$ cat config.mk
export PLATFORM = sky130hd
export DESIGN_NAME = i2c_id_responder
export DESIGN_NICKNAME = d
export VERILOG_FILES = /design/src/rtl/i2c_id_pkg.sv /design/src/rtl/i2c_line_sense.sv /design/src/rtl/i2c_id_bitfsm.sv /design/src/rtl/i2c_id_gate.sv /design/src/rtl/i2c_id_source.sv /design/src/rtl/i2c_id_responder.sv
export SDC_FILE = /design/constraint.sdc
export NUM_CORES = 1
export LEC_CHECK = 0
export BUFFER_PORTS_ARGS = -buffer_cell sky130_fd_sc_hd__clkbuf_2
export CORE_ASPECT_RATIO = 0.9
export CORE_MARGIN = 4
export CORE_UTILIZATION = 54
export CTS_CLUSTER_SIZE = 8
export DETAILED_ROUTE_END_ITERATION = 16
export GPL_TIMING_DRIVEN = 0
export MAX_ROUTING_LAYER = met4
export PLACE_DENSITY = 0.83
export SYNTH_ARGS = -nofsm -noshare
export SYNTH_HDL_FRONTEND = slang
export SYNTH_SLANG_ARGS = --single-unit
$ cat constraint.sdc
create_clock -name clk -period 1.7 [get_ports clk]
set_input_delay 0.425 -clock clk [delete_from_list [all_inputs] [get_ports clk]]
set_output_delay 0.425 -clock clk [all_outputs]
set_load 0.02 [all_outputs]
$ cat src/rtl/i2c_id_pkg.sv
package i2c_id_pkg;

  typedef enum logic [2:0] {
    ST_IDLE,
    ST_RX,
    ST_ACK_OUT,
    ST_TX,
    ST_ACK_IN
  } bus_state_t;

  typedef enum logic [1:0] {
    PH_NONE,
    PH_OPENED,
    PH_ARMED
  } id_phase_t;

  // true when a device word names this device; bit 0 (R/W) is not looked at
  function automatic logic dev_word_ok(input logic [7:0] b,
                                       input logic [3:0] type_code,
                                       input logic [2:0] strap);
    return (b[7:4] == type_code) && (b[3:1] == strap);
  endfunction

  // index step with wrap at count n
  function automatic int unsigned wrap_inc(input int unsigned v,
                                           input int unsigned n);
    return (v + 1 >= n) ? 0 : v + 1;
  endfunction

endpackage

$ cat src/rtl/i2c_line_sense.sv
module i2c_line_sense #(
  parameter int STAGES = 2
) (
  input  logic clk,
  input  logic rst_n,
  input  logic scl_i,
  input  logic sda_i,
  output logic sda_lvl,
  output logic scl_rise,
  output logic scl_fall,
  output logic bus_start,
  output logic bus_stop
);

  logic [STAGES-1:0] scl_sh, sda_sh;
  logic              scl_q, sda_q;
  logic              scl_lvl;

  always_ff @(posedge clk or negedge rst_n) begin
    if (!rst_n) begin
      scl_sh <= {STAGES{1'b1}};
      sda_sh <= {STAGES{1'b1}};
      scl_q  <= 1'b1;
      sda_q  <= 1'b1;
    end else begin
      scl_sh <= {scl_sh[STAGES-2:0], scl_i};
      sda_sh <= {sda_sh[STAGES-2:0], sda_i};
      scl_q  <= scl_sh[STAGES-1];
      sda_q  <= sda_sh[STAGES-1];
    end
  end

  assign scl_lvl   = scl_sh[STAGES-1];
  assign sda_lvl   = sda_sh[STAGES-1];
  assign scl_rise  = scl_lvl & ~scl_q;
  assign scl_fall  = ~scl_lvl & scl_q;
  assign bus_start = scl_lvl & scl_q & sda_q & ~sda_lvl;
  assign bus_stop  = scl_lvl & scl_q & ~sda_q & sda_lvl;

endmodule

$ cat src/rtl/i2c_id_bitfsm.sv
module i2c_id_bitfsm
  import i2c_id_pkg::*;
(
  input  logic       clk,
  input  logic       rst_n,
  input  logic       sda_lvl,
  input  logic       scl_rise,
  input  logic       scl_fall,
  input  logic       bus_start,
  input  logic       bus_stop,
  input  logic       ack_rx,
  input  logic       tx_go,
  input  logic [7:0] tx_first_byte,
  input  logic [7:0] tx_next_byte,
  output logic [7:0] rx_byte,
  output logic       rx_first,
  output logic       rx_commit,
  output logic       tx_begin,
  output logic       master_ack_ev,
  output logic       sda_oe
);

  bus_state_t state;
  logic [3:0] bit_cnt;
  logic [7:0] shreg;
  logic       first_q;
  logic       go_tx_q;
  logic       mack_q;

  assign rx_byte       = shreg;
  assign rx_first      = first_q;
  assign rx_commit     = (state == ST_RX) && scl_fall && (bit_cnt == 4'd8);
  assign tx_begin      = (state == ST_ACK_OUT) && scl_fall && go_tx_q;
  assign master_ack_ev = (state == ST_ACK_IN) && scl_fall && mack_q;

  always_ff @(posedge clk or negedge rst_n) begin
    if (!rst_n) begin
      state   <= ST_IDLE;
      bit_cnt <= '0;
      shreg   <= '0;
      first_q <= 1'b0;
      go_tx_q <= 1'b0;
      mack_q  <= 1'b0;
      sda_oe  <= 1'b0;
    end else if (bus_start) begin
      state   <= ST_RX;
      bit_cnt <= '0;
      first_q <= 1'b1;
      sda_oe  <= 1'b0;
    end else if (bus_stop) begin
      state   <= ST_IDLE;
      first_q <= 1'b0;
      sda_oe  <= 1'b0;
    end else begin
      unique case (state)
        ST_RX: begin
          if (scl_rise && bit_cnt < 4'd8) begin
            shreg   <= {shreg[6:0], sda_lvl};
            bit_cnt <= bit_cnt + 4'd1;
          end
          if (rx_commit) begin
            if (ack_rx) begin
              state   <= ST_ACK_OUT;
              go_tx_q <= tx_go;
              sda_oe  <= 1'b1;
            end else begin
              state   <= ST_IDLE;
              sda_oe  <= 1'b0;
            end
          end
        end
        ST_ACK_OUT: begin
          if (scl_fall) begin
            bit_cnt <= '0;
            first_q <= 1'b0;
            if (go_tx_q) begin
              state  <= ST_TX;
              shreg  <= tx_first_byte;
              sda_oe <= ~tx_first_byte[7];
            end else begin
              state  <= ST_RX;
              sda_oe <= 1'b0;
            end
          end
        end
        ST_TX: begin
          if (scl_rise && bit_cnt < 4'd8) bit_cnt <= bit_cnt + 4'd1;
          if (scl_fall) begin
            if (bit_cnt == 4'd8) begin
              state  <= ST_ACK_IN;
              sda_oe <= 1'b0;
            end else begin
              shreg  <= {shreg[6:0], 1'b0};
              sda_oe <= ~shreg[6];
            end
          end
        end
        ST_ACK_IN: begin
          if (scl_rise) mack_q <= ~sda_lvl;
          if (scl_fall) begin
            bit_cnt <= '0;
            if (mack_q) begin
              state  <= ST_TX;
              shreg  <= tx_next_byte;
              sda_oe <= ~tx_next_byte[7];
            end else begin
              state  <= ST_IDLE;
              sda_oe <= 1'b0;
            end
          end
        end
        default: sda_oe <= 1'b0;
      endcase
    end
  end

  AST_DRIVE_ON_FALL: assert property (@(posedge clk) disable iff (!rst_n)
    !$stable(sda_oe) |-> ($past(scl_fall) || $past(bus_start) || $past(bus_stop)));
  AST_IDLE_RELEASED: assert property (@(posedge clk) disable iff (!rst_n)
    (state == ST_IDLE) |-> !sda_oe);
  AST_ACK_IN_RELEASED: assert property (@(posedge clk) disable iff (!rst_n)
    (state == ST_ACK_IN) |-> !sda_oe);
  AST_EVENT_RELEASES: assert property (@(posedge clk) disable iff (!rst_n)
    (bus_start || bus_stop) |=> !sda_oe);

endmodule

$ cat src/rtl/i2c_id_gate.sv
module i2c_id_gate
  import i2c_id_pkg::*;
#(
  parameter logic [7:0] OPEN_CODE  = 8'hF8,
  parameter logic [7:0] FETCH_CODE = 8'hF9,
  parameter logic [3:0] TYPE_CODE  = 4'hA
) (
  input  logic       clk,
  input  logic       rst_n,
  input  logic       bus_stop,
  input  logic [2:0] strap,
  input  logic [7:0] rx_byte,
  input  logic       rx_first,
  input  logic       rx_commit,
  output logic       ack_rx,
  output logic       tx_go
);

  id_phase_t phase;
  logic      open_hit, word_hit, fetch_hit;

  assign open_hit  = rx_first && (rx_byte == OPEN_CODE);
  assign fetch_hit = rx_first && (rx_byte == FETCH_CODE) && (phase == PH_ARMED);
  assign word_hit  = !rx_first && (phase == PH_OPENED)
                     && dev_word_ok(rx_byte, TYPE_CODE, strap);
  assign ack_rx    = open_hit || word_hit || fetch_hit;
  assign tx_go     = fetch_hit;

  always_ff @(posedge clk or negedge rst_n) begin
    if (!rst_n) begin
      phase <= PH_NONE;
    end else if (bus_stop) begin
      phase <= PH_NONE;
    end else if (rx_commit) begin
      if (open_hit)      phase <= PH_OPENED;
      else if (word_hit) phase <= PH_ARMED;
      else               phase <= PH_NONE;
    end
  end

  AST_ARM_FROM_OPEN: assert property (@(posedge clk) disable iff (!rst_n)
    (phase == PH_ARMED && $past(phase) != PH_ARMED) |-> $past(phase) == PH_OPENED);
  AST_STOP_DISARMS: assert property (@(posedge clk) disable iff (!rst_n)
    bus_stop |=> (phase == PH_NONE));

endmodule

$ cat src/rtl/i2c_id_source.sv
module i2c_id_source
  import i2c_id_pkg::*;
#(
  parameter int                   ID_BYTES = 3,
  parameter logic [ID_BYTES*8-1:0] ID_VALUE = 24'h00A510
) (
  input  logic       clk,
  input  logic       rst_n,
  input  logic       tx_begin,
  input  logic       master_ack_ev,
  output logic [7:0] tx_first_byte,
  output logic [7:0] tx_next_byte
);

  localparam int IDX_W  = (ID_BYTES > 1) ? $clog2(ID_BYTES) : 1;
  localparam int TBL_SZ = 1 << IDX_W;

  logic [7:0]       id_tbl [TBL_SZ];
  logic [IDX_W-1:0] idx, idx_nxt;

  for (genvar g = 0; g < TBL_SZ; g++) begin : g_tbl
    if (g < ID_BYTES) begin : g_used
      assign id_tbl[g] = ID_VALUE[(ID_BYTES-1-g)*8 +: 8];
    end else begin : g_pad
      assign id_tbl[g] = 8'h00;
    end
  end

  assign idx_nxt       = IDX_W'(wrap_inc(int'(idx), ID_BYTES));
  assign tx_first_byte = id_tbl[0];
  assign tx_next_byte  = id_tbl[idx_nxt];

  always_ff @(posedge clk or negedge rst_n) begin
    if (!rst_n)             idx <= '0;
    else if (tx_begin)      idx <= '0;
    else if (master_ack_ev) idx <= idx_nxt;
  end

  AST_IDX_IN_RANGE: assert property (@(posedge clk) disable iff (!rst_n)
    int'(idx) < ID_BYTES);
  AST_IDX_WRAPS: assert property (@(posedge clk) disable iff (!rst_n)
    (master_ack_ev && int'(idx) == ID_BYTES-1) |=> (idx == '0));

endmodule

$ cat src/rtl/i2c_id_responder.sv
module i2c_id_responder #(
  parameter int                   ID_BYTES    = 3,
  parameter logic [ID_BYTES*8-1:0] ID_VALUE    = 24'h00A510,
  parameter logic [7:0]           OPEN_CODE   = 8'hF8,
  parameter logic [7:0]           FETCH_CODE  = 8'hF9,
  parameter logic [3:0]           TYPE_CODE   = 4'hA,
  parameter int                   SYNC_STAGES = 2
) (
  input  logic       clk,
  input  logic       rst_n,
  input  logic       scl_i,
  input  logic       sda_i,
  input  logic [2:0] strap_i,
  output logic       sda_oe
);

  logic       sda_lvl, scl_rise, scl_fall, bus_start, bus_stop;
  logic [7:0] rx_byte, tx_first_byte, tx_next_byte;
  logic       rx_first, rx_commit, tx_begin, master_ack_ev;
  logic       ack_rx, tx_go;

  i2c_line_sense #(.STAGES(SYNC_STAGES)) u_sense (
    .clk(clk), .rst_n(rst_n), .scl_i(scl_i), .sda_i(sda_i),
    .sda_lvl(sda_lvl), .scl_rise(scl_rise), .scl_fall(scl_fall),
    .bus_start(bus_start), .bus_stop(bus_stop)
  );

  i2c_id_bitfsm u_fsm (
    .clk(clk), .rst_n(rst_n), .sda_lvl(sda_lvl),
    .scl_rise(scl_rise), .scl_fall(scl_fall),
    .bus_start(bus_start), .bus_stop(bus_stop),
    .ack_rx(ack_rx), .tx_go(tx_go),
    .tx_first_byte(tx_first_byte), .tx_next_byte(tx_next_byte),
    .rx_byte(rx_byte), .rx_first(rx_first), .rx_commit(rx_commit),
    .tx_begin(tx_begin), .master_ack_ev(master_ack_ev), .sda_oe(sda_oe)
  );

  i2c_id_gate #(
    .OPEN_CODE(OPEN_CODE), .FETCH_CODE(FETCH_CODE), .TYPE_CODE(TYPE_CODE)
  ) u_gate (
    .clk(clk), .rst_n(rst_n), .bus_stop(bus_stop), .strap(strap_i),
    .rx_byte(rx_byte), .rx_first(rx_first), .rx_commit(rx_commit),
    .ack_rx(ack_rx), .tx_go(tx_go)
  );

  i2c_id_source #(.ID_BYTES(ID_BYTES), .ID_VALUE(ID_VALUE)) u_src (
    .clk(clk), .rst_n(rst_n), .tx_begin(tx_begin),
    .master_ack_ev(master_ack_ev),
    .tx_first_byte(tx_first_byte), .tx_next_byte(tx_next_byte)
  );

endmodule

==> flow_summary.toml <==
[clock_network]
cts.path.max_buffers = 2
cts_tree = "built"
htreeDepth = 2
cts_num_sinks = 29
hold_buffers = 0
clk_pin_slew_worst_paths_ps = 100
cts_made_buffers = 5
clock_latency_ps = 330
cts-root-buf = "clkbuf_4"

[synthesis]
seq_area_frac_synth = 0.431
synthCells = 171
ys_types = 48
ys_warn_count = 0
synth-async-reset-ratio = 1.00
synth_ff_type = "dfrtp_1"
synth_area_leader_cell = "dfrtp_1"
ys_ff_latch = 29
synth_edf_count = 0
syn_avg_cell_area_sq_um = 9.95
synth_top_area_share = 0.338
synth_top_cells_by_area = "dfrtp_1, dfstp_2, mux2i_1, nand2_1, a21oi_1"
synth_fp_nets = 180
syn_area_sq_um = 1700

[power_and_ir_drop]
clock_power_share = 0.242
powerDensity_nw_per_um2 = 797
p_comb_frac = 0.245
power.switching_uw = 544
p_leak_nw = 0.897
vdd_drop_max_mv = 0.524
intPower_mw = 1.14
finalPower_mw = 1.69
switching_share = 0.323
seqPwrFrac = 0.513

[cells_and_area]
final_cells = 245
final_common_cell = "dfrtp_1"
final_nets = 211
multi_input_area_sq_um = 1020
area_growth_pct = 24.4
final_cell_mix = "dfrtp_1, buf_4, nand2_1"
final_layout_size_suffix_gt1_frac = 0.365
fin_util = 0.696
fill_cells = 226
seqCellArea_sq_um = 736
diodes = 0

[routing]
drcViolationCount = 0
routed_wl_mm = 4.15
drtIter0Drc = 162
dr.pass1.iters = 4
vias = 1490
ant_nets = 0
routed_via_density = 6.08
post_drt_wl_per_cell_um = 17.0

[placement]
place_congestion = 0.868
dp.cells = 220
numPortBuffers = 7
place_hpwl_mm = 2.70

[die]
start_util = 0.559
rows = 19
die_w_um = 67.2
io_pins = 8
die_area_sq_um = 4110
core_sq_um = 3040
fp.dieH_um = 61.3

[timing]
max_slew_margin = 0.516
fin_crit_sh = 1.10
hold_viol = 0
final_max_slew_viol_count = 0
finalCriticalPeriod_ps = 1870
worstMarginPinSlew_ps = 726
grt_setup_unrepaired = "true"
skew_ps = 13.7
setup_viol = 14
setup_slack_ps = -166
max_freq_mhz = 536

[worst_setup_path]
worst-r2r-cell-count = 7
timing.rr.start = "u_fsm.bit_cnt[0]$_DFFE_PN0P_"
cp.arrival_ps = 2080
end_kind = "flop"
start_kind = "flop"
r2r-end = "u_fsm.state[0]$_DFFE_PN0P_"
critPathRequiredTime_ps = 1910
path_class = "reg2reg"
path_max_fanout = 4
rrSetupSlack_ps = -170

[run_status]
outcome = "finished, violations left"
violations = "setup timing"

[global_routing]
grt_pass1_vias = 1402
grt_pass1_wl_mm = 6.44
grt_remaining_overflow = 0
gr-usage-all-layers = 0.219
antenna_found_initial = 0
grt_max_degree = 30

[hold_path]
hold_class = "in2async"

[job]
maxCapViolCount = 0
[sequential cells by signal, indices dropped and copies added (netlist names)]
name	flops
u_sense.scl_sh	2
u_gate.phase	2
u_src.idx	2
u_fsm.mack_q	1
u_sense.sda_sh	2
u_fsm.go_tx_q	1
u_fsm.bit_cnt	4
u_fsm.sda_oe	1
u_sense.sda_q	1
u_fsm.rx_byte	8
u_sense.scl_q	1
u_fsm.rx_first	1
u_fsm.state	3
[worst max-delay path by stage]
stage / slack (ps) / end / start
6_report: -170 / u_fsm.state[0]$_DFFE_PN0P_ / u_fsm.bit_cnt[0]$_DFFE_PN0P_
2_1_floorplan: -80 / u_fsm.rx_byte[4]$_DFFE_PN0P_ / u_fsm.state[0]$_DFFE_PN0P_
3_5_place_dp: -340 / u_fsm.rx_byte[4]$_DFFE_PN0P_ / u_sense.sda_sh[1]$_DFF_PN1_
3_3_place_gp: -310 / u_fsm.rx_byte[4]$_DFFE_PN0P_ / u_sense.sda_sh[1]$_DFF_PN1_
4_1_cts: -130 / u_fsm.state[0]$_DFFE_PN0P_ / u_fsm.bit_cnt[0]$_DFFE_PN0P_
5_1_grt: -210 / u_fsm.state[0]$_DFFE_PN0P_ / u_fsm.bit_cnt[0]$_DFFE_PN0P_
[metal layers]
metal	routed length [um]	up-vias	GRT usage	share of wire
met5	0	-	-	0
met4	80	0	0.0665	0.019
met3	280	11	0.0602	0.067
met2	2070	63	0.354	0.50
met1	1720	735	0.269	0.41
li1	-	681	-	-
[critical path, stage by stage, from the launching register on]
cell and delay (ps):
dfrtp_1 380, inv_1 60, ha_1 140, nand3b_1 210, nor3b_2 340, a21oi_2 80, o21ai_4 210, mux2_4 320
[per-stage QoR]
step                      hold slack [ps]  instance area [sq um]  worst slack (ps)  setup TNS (ps)
after global routing                  154                   2120              -206           -2220
after detailed placement              348                   1800              -340           -3610
after floorplan                       129                   1720             -77.1            -266
after CTS                             154                   2050              -128            -676
final                                 127                   2120              -166           -1170
after global placement                347                   1800              -307           -2710
[layout make-up]
| cell class | count | area share |
|---|---|---|
| Multi-Input combinational cell | 128 | 0.482 |
| Sequential cell | 29 | 0.348 |
| Timing Repair Buffer | 24 | 0.0804 |
| Buffer | 5 | 0.0248 |
| Tap cell | 42 | 0.0248 |
| Clock buffer | 6 | 0.0195 |
| Inverter | 9 | 0.0160 |
| Clock inverter | 2 | 0.00473 |
[cell usage after synthesis, drive strengths merged, types with 2 or more instances]
cell	instances
a21oi	12
a22o	5
and2	2
and4bb	2
buf	3
clkbuf	2
dfrtp	23
dfstp	6
ha	2
inv	9
mux2	6
mux2i	8
nand2	17
nand2b	3
nand3	6
nand3b	6
nor2	8
nor2b	2
nor3	3
nor3b	4
nor4	2
o21ai	13
o21bai	2
or3b	2
xnor2	2
xor2	5
[power groups by stage]
stage                     clock, mW  sequential, mW  combinational (mW)
final                         0.408           0.867               0.413
after detailed placement          0           0.882               0.310
after floorplan                   0           0.854               0.242
after global routing          0.450           0.876               0.454
after global placement            0           0.876               0.289
after CTS                     0.409           0.861               0.382
[kinds of logic (layout without fill, tap and decap cells)]
family,count (synthesis),count (layout),synth area share
flops,29,29,0.431
fa+ha+maj,2,2,0.0147
mux,14,14,0.0890
simple gates,63,63,0.226
xor+xnor,7,7,0.0360
compound gates,42,42,0.169
buf+inv,14,46,0.0346
[what timing repair did]
action	4_1_cts	5_1_grt
setup endpoints to repair	19	20
pin swaps	7	9
buffers inserted	13	4
endpoints found under the hold margin	0	0
resized for setup	22	13
Note: power is estimated with default switching activity, not from simulation.
